`src/rtl/stop_wake_pkg.sv`:
```
package stop_wake_pkg;
  typedef enum logic [1:0] {
    SW_RUN     = 2'd0,
    SW_STOP    = 2'd1,
    SW_RECOVER = 2'd2
  } sw_state_e;
endpackage

```
`src/rtl/sw_rec_counter.sv`:
```
module sw_rec_counter #(
  parameter int LONG_CYCLES  = 4096,
  parameter int SHORT_CYCLES = 32,
  localparam int CNT_W = $clog2(LONG_CYCLES)
) (
  input  logic             clk,
  input  logic             rst_n,
  input  logic             run,       // count when high, hold at zero when low
  input  logic             use_short,
  output logic [CNT_W-1:0] count,
  output logic             done
);
  localparam logic [CNT_W-1:0] LONG_LAST  = CNT_W'(LONG_CYCLES - 1);
  localparam logic [CNT_W-1:0] SHORT_LAST = CNT_W'(SHORT_CYCLES - 1);

  logic [CNT_W-1:0] last;

  assign last = use_short ? SHORT_LAST : LONG_LAST;
  assign done = run && (count == last);

  always_ff @(posedge clk or negedge rst_n) begin
    if (!rst_n)          count <= '0;
    else if (!run||done) count <= '0;
    else                 count <= count + 1'b1;
  end
endmodule

```
`src/rtl/sw_brk_status.sv`:
```
module sw_brk_status (
  input  logic clk,
  input  logic rst_n,
  input  logic set,
  input  logic wr,
  input  logic wdata,
  output logic flag
);
  always_ff @(posedge clk or negedge rst_n) begin
    if (!rst_n)          flag <= 1'b0;
    else if (set)        flag <= 1'b1;   // set beats write-one-to-clear
    else if (wr && wdata) flag <= 1'b0;
  end
endmodule

```
`src/rtl/stop_wake_seq.sv`:
```
module stop_wake_seq #(
  parameter int LONG_CYCLES  = 4096,
  parameter int SHORT_CYCLES = 32,
  localparam int CNT_W = $clog2(LONG_CYCLES)
) (
  input  logic clk,
  input  logic rst_n,
  input  logic stop_req,
  input  logic irq_req,
  input  logic brk_req,
  input  logic short_rec,
  input  logic flag_wr,
  input  logic flag_wdata,
  output logic clk_en_cpu,
  output logic clk_en_per,
  output logic stack_start,
  output logic brk_stop_flag
);
  import stop_wake_pkg::*;

  sw_state_e        state_q, state_d;
  logic             short_q;
  logic [CNT_W-1:0] rec_cnt;
  logic             rec_done;
  logic             wake;
  logic             pulse_q;

  assign wake = irq_req || brk_req;

  sw_rec_counter #(
    .LONG_CYCLES (LONG_CYCLES),
    .SHORT_CYCLES(SHORT_CYCLES)
  ) u_cnt (
    .clk      (clk),
    .rst_n    (rst_n),
    .run      (state_q == SW_RECOVER),
    .use_short(short_q),
    .count    (rec_cnt),
    .done     (rec_done)
  );

  sw_brk_status u_flag (
    .clk  (clk),
    .rst_n(rst_n),
    .set  ((state_q == SW_STOP) && brk_req),
    .wr   (flag_wr),
    .wdata(flag_wdata),
    .flag (brk_stop_flag)
  );

  always_comb begin
    state_d = state_q;
    unique case (state_q)
      SW_RUN:     if (stop_req) state_d = SW_STOP;
      SW_STOP:    if (wake)     state_d = SW_RECOVER;
      SW_RECOVER: if (rec_done) state_d = SW_RUN;
      default:                  state_d = SW_RUN;
    endcase
  end

  always_ff @(posedge clk or negedge rst_n) begin
    if (!rst_n) begin
      state_q <= SW_RUN;
      short_q <= 1'b0;
      pulse_q <= 1'b0;
    end else begin
      state_q <= state_d;
      pulse_q <= (state_q == SW_RECOVER) && rec_done;
      if (state_q == SW_RUN && stop_req) short_q <= short_rec;
    end
  end

  assign clk_en_cpu  = (state_q == SW_RUN);
  assign clk_en_per  = (state_q == SW_RUN);
  assign stack_start = pulse_q;
endmodule

```
`config.mk`:
```
export PLATFORM = sky130hd
export DESIGN_NAME = stop_wake_seq
export DESIGN_NICKNAME = d
export VERILOG_FILES = /design/src/rtl/stop_wake_pkg.sv /design/src/rtl/sw_rec_counter.sv /design/src/rtl/sw_brk_status.sv /design/src/rtl/stop_wake_seq.sv
export SDC_FILE = /design/constraint.sdc
export NUM_CORES = 1
export LEC_CHECK = 0
export BUFFER_PORTS_ARGS = -buffer_cell sky130_fd_sc_hd__buf_2
export CAP_MARGIN = 15
export CELL_PAD_IN_SITES_DETAIL_PLACEMENT = 0
export CELL_PAD_IN_SITES_GLOBAL_PLACEMENT = 1
export CORE_MARGIN = 2
export CORE_UTILIZATION = 25
export DETAILED_ROUTE_END_ITERATION = 10
export HOLD_SLACK_MARGIN = 0.12
export PLACE_DENSITY_LB_ADDON = 0.08
export SYNTH_ARGS = -nofsm -noshare
export SYNTH_HDL_FRONTEND = slang
export SYNTH_SLANG_ARGS = --single-unit
```
`constraint.sdc`:
```
create_clock -name clk -period 3.1 [get_ports clk]
set_clock_uncertainty 0.2 [all_clocks]
set_input_delay 0.31 -clock clk [delete_from_list [all_inputs] [get_ports clk]]
set_output_delay 0.31 -clock clk [all_outputs]
set_load 0.005 [all_outputs]
```
==> results of run 1 <==
-- Yosys cell counts, drive strengths merged, types with 2 or more instances --
library cell | n | share of area
nor3 | 12 | 0.073
nand3 | 4 | 0.024
dfrtp | 17 | 0.52
nand4 | 4 | 0.031
o21ai | 2 | 0.017
nor2b | 2 | 0.015
nor2 | 7 | 0.032
buf | 2 | 0.023
xnor2 | 6 | 0.064
xor2 | 4 | 0.043
nand2 | 7 | 0.032
-- state kept, by name (all words and copies together), names as in the netlist --
register / flops
u_flag.flag: 1
short_q: 1
u_cnt.count: 12
stack_start: 1
state_q: 2
-- stage by stage --
| step | setup WS [ps] | utilization | power [W] |
|---|---|---|---|
| final | 1010 | 0.326 | 0.000566 |
| after detailed placement | 1050 | 0.295 | 0.000429 |
| after global placement | 1050 | 0.295 | 0.000429 |
| after floorplan | 1380 | - | 0.000385 |
| after global routing | 899 | 0.326 | 0.000616 |
| after CTS | 1010 | 0.326 | 0.000579 |
-- layer usage --
layer  vias up  routed length (um)  track usage  share of wire
met3         2                  44       0.0189          0.025
met1       299                 949        0.165           0.53
met5         -                   0            0              0
met4         0                  14       0.0652         0.0079
li1        323                   -            -              -
met2         6                 768        0.158           0.43
-- repair_timing --
item	in CTS	in global routing
hold buffers	7	0
gates resized for setup	0	0
hold endpoints to repair	21	0
buffers inserted	0	0
-- cell type report --
| type | count | area, um2 | area share |
|---|---|---|---|
| sequential | 17 | 425 | 0.423 |
| timing repair buffer | 18 | 125 | 0.125 |
| inverter | 1 | 3.75 | 0.00374 |
| multi-input combinational | 59 | 368 | 0.366 |
| tap | 44 | 55.1 | 0.0548 |
| clock inverter | 1 | 5.00 | 0.00498 |
| clock buffer | 3 | 22.5 | 0.0224 |
-- cells by family (layout without fill, tap and decap cells) --
logic type                 count (synthesis)  after routing  share of synthesized area
AOI/OAI and AO/OA                          4              4                     0.0382
muxes                                      2              2                     0.0260
DFF                                       17             17                      0.519
buffers and inverters                      4             23                     0.0321
and+or+nand+nor                           42             42                      0.263
adders and majority gates                  1              1                     0.0153
xor gates and xnor gates                  10             10                      0.107
-- worst max-delay path by stage --
stage / from / to / slack (ps) / cells past startpoint
2_1_floorplan: u_cnt.count[7] / u_cnt.count[10] / 1380 / 5
3_3_place_gp: u_cnt.count[7] / stack_start / 1050 / 4
3_5_place_dp: u_cnt.count[7] / stack_start / 1050 / 4
4_1_cts: u_cnt.count[7] / stack_start / 1010 / 4
5_1_grt: u_cnt.count[7] / u_cnt.count[11] / 900 / 4
6_report: u_cnt.count[7] / stack_start / 1010 / 4
-- where the power goes --
part / leakage (nW) / internal [W] / total, W / switching (W)
Sequential: 0.230 / 0.000256 / 0.000289 / 0.0000323
Clock: 0.0177 / 0.0000480 / 0.000128 / 0.0000797
Combinational: 0.160 / 0.0000764 / 0.000150 / 0.0000733
Total: 0.408 / 0.000381 / 0.000566 / 0.000185
-- worst max-delay path, delay by kind of cell (launching register included) --
family,cells,cell delay [ps]
AO/OA/AOI/OAI,1,520
flip-flops,1,460
AND/OR/NAND/NOR,3,840
==> impl_metrics.toml, run 1 <==
[setup_path]
rr_endpoint = "stack_start"
crit_slowest_cell = "a21oi_2"
reg2reg_depth = 4
crit_fanout = 12
arrival_ps = 2120
path_cells = "nand4_1 -> or4_1 -> a21oi_2 -> nor2b_1"
cp-end-kind = "flop"
critPathMaxStageDelay_ps = 520
r2r_setup_slack_ps = 1010
cp_data_required_time_ps = 3130
timing.critical_path.from_type = "flop"
path_class = "reg2reg"
timing.rr.start = "u_cnt.count[7]"

[yosys]
syn_area_um2 = 820
synth_ff_type = "dfrtp_1"
async_reset_ff_frac = 1.00
yosys_warnings = 0
synth-seq-cells = 17
synth_edf_count = 0
syn_nets = 89
ys_types = 26
seq_area_frac_synth = 0.519
syn_avg_cell_area_um2 = 10.2
synth_cells = 80

[cts]
clkSinkCount = 17
cts_tree = "yes"
clockBufferDepth = 2
clock_latency_ps = 300
cts-root-buf = "clkbuf_4"
cts_inserted_buffers = 3
cts_max_level = 1
path_clk_slew_ps = 110

[global_routing]
grt_usage = 0.114
grt_pass1_wl_mm = 3.04
antenna_found_initial = 0
grt_max_degree = 18
grt_pass1_vias = 621
grt-ovfl-total = 0

[placed_design]
port_buffers = 11
dpl.hpwl_mm = 1.17
placed_cells = 132
place_area_um2 = 907
gp_congestion = 0.751

[cells_and_area]
fin_area_mm2 = 0.00100
drive_gt1_frac = 0.182
layout_common_cells = "dfrtp_1, nor3_1, buf_2"
final_common_cell = "dfrtp_1"
layoutNonFillerInstCount = 143
diodes = 0
nNetsFinal = 109
fillers = 336
area_growth_pct = 22.6

[routing]
drt_iter0_markers = 9
avgRoutedWirePerCell_um = 12.4
ant_nets = 0
wirelength_mm = 1.78
drt_pass1_iterations = 4
viasPerCell = 4.41
vias = 630
drc_errors = 0

[timing]
maxSlewHeadroom = 0.582
period_share = 0.673
timing.hold.ws_ps = 255
tns_ps = 0
drv_slew = 0
tightestPinTransition_ps = 627
hold_viol = 0
max_freq_ghz = 0.479
fin_crit_ps = 2090
setup_viol_count_final = 0
grt_setup_unrepaired = "false"

[floorplanning]
row_count = 20
die_area_mm2 = 0.00375
fp.dieH_um = 61.3
core_mm2 = 0.00308
die_x_um = 61.3
start_util = 0.266
ios = 12

[run]
cap_violations = 0

[hold_path]
holdCritPathClass = "in2async"

[run_status]
status = "finished, final reports clean"

[power]
p_leak_nw = 0.408
ir_drop_mv = 0.197
powerDensity_mw_per_mm2 = 564
(Power assumes the default switching activity.)
==> inputs of run 2 (changes only) <==
Clock period 3.1 ns to 2.1 ns, I/O delays scaled along.
==> run 2 against run 1 <==
Power is 48% higher. Fmax is 12% higher. Hold slack worse by 91 ps. Sequential share of layout area is 0.26 points lower. Critical path type unchanged. Final cell count is 0.70% higher.
==> impl_metrics.toml, run 2 (synthesis results as in run 1) <==
[run_status]
status = "finished, final reports clean"

[hold_path]
holdCritPathClass = "in2async"

[global_routing]
grt_usage = 0.112
grt_max_degree = 18
grt_pass1_vias = 613
grt-ovfl-total = 0
grt_pass1_wl_mm = 2.97
antenna_found_initial = 0

[cts]
path_clk_slew_ps = 100
cts-root-buf = "clkbuf_4"
cts_max_level = 1
clock_latency_ps = 290
cts_resized = 0
clockBufferDepth = 2
cts_setup_buffers = 0
clkSinkCount = 17
cts_inserted_buffers = 3
cts_tree = "yes"

[setup_path]
path_delay_family = "simple AND/OR/NAND/NOR gates"
r2r_setup_slack_ps = 230
crit_buf_inv = 1
timing.critical_path.from_type = "flop"
arrival_ps = 1890
critPathLaunch = "u_cnt.count[7]"
worstSetupEndpoint = "stack_start"
path_cells = "nand4_1 -> or4_1 -> a21oi_2 -> buf_4 -> nor2b_1"
cp-end-kind = "flop"
crit_slowest_cell = "or4_1"
crit_fanout = 11
path_depth = 5
reg2reg_depth = 5
cp_data_required_time_ps = 2120
path_class = "reg2reg"
critPathMaxStageDelay_ps = 500
timing.rr.start = "u_cnt.count[7]"
rr_endpoint = "stack_start"

[floorplanning]
core_mm2 = 0.00308
start_util = 0.266
row_count = 20
ios = 12
die_area_mm2 = 0.00375
fp.dieH_um = 61.3
die_x_um = 61.3

[routing]
vias = 638
wirelength_mm = 1.77
drc_errors = 0
avgRoutedWirePerCell_um = 12.3
drt_iter0_markers = 17
drt_pass1_iterations = 4
ant_nets = 0
viasPerCell = 4.43

[cells_and_area]
largest-register = "u_cnt.count"
largest_reg_flops = 12
top_regs = "u_cnt.count (12), state_q (2)"
drive_gt1_frac = 0.180
layoutNonFillerInstCount = 144
diodes = 0
final_common_cell = "dfrtp_1"
layout_common_cells = "dfrtp_1, nor3_1, buf_2"
area_growth_pct = 23.4
nNetsFinal = 110

[placed_design]
dpl.hpwl_mm = 1.18
place_ws_ps = 245
placed_cells = 133
gp_congestion = 0.763
port_buffers = 11

[run]
cap_violations = 0

[timing]
fin_crit_ps = 1870
maxSlewHeadroom = 0.575
setup_viol_count_final = 0
tightestPinTransition_ps = 638
tns_ps = 0
drv_slew = 0
grt_setup_unrepaired = "false"
max_freq_ghz = 0.535
period_share = 0.890
setup_ws_ps = 231
hold_viol = 0
timing.hold.ws_ps = 163

[power]
p_leak_nw = 0.413
powerDensity_mw_per_mm2 = 828
ir_drop_mv = 0.415
## run 2: power breakdown
group	internal [W]	switching [W]
combinational	0.000119	0.000112
sequential	0.000379	0.0000492
clock	0.0000739	0.000105
## run 2: worst min-delay path by stage
stage               startpoint               to  slack [ps]  depth (start not counted)
detailed placement       rst_n  u_cnt.count[11]         -30                          1
finish                   rst_n  u_cnt.count[11]         160                          2
CTS                      rst_n  u_cnt.count[11]         180                          2
global route             rst_n   u_cnt.count[8]         200                          2
global placement         rst_n  u_cnt.count[11]         -30                          1
floorplan                rst_n          short_q        -290                          0
## run 2: through the flow
stage	instance area [um2]	util	power (W)
after floorplan	820	-	0.000568
after global placement	915	0.297	0.000632
after detailed placement	915	0.297	0.000632
after CTS	1010	0.328	0.000858
after global routing	1010	0.328	0.000911
final	1010	0.328	0.000837
## run 2: layer usage
metal | up-vias | GRT usage | wire, um
met1 | 303 | 0.152 | 906
met3 | 2 | 0.0441 | 57
met5 | - | 0 | 0
li1 | 322 | - | -
met2 | 11 | 0.163 | 784
met4 | 0 | 0.0373 | 17
## run 2: what timing repair did
item | CTS | global route
setup endpoints to repair | 0 | 0
hold endpoints to repair | 21 | 0
hold buffers | 7 | 0
## run 2: final cells by class
class                   instances  area [um2]
fillers                       338        2070
flip-flops and latches         17         425
multi-input cells              59         368
repair buffers                 19         133
well taps                      44        55.1
clock buffers                   4        26.3
inverters                       1        3.75
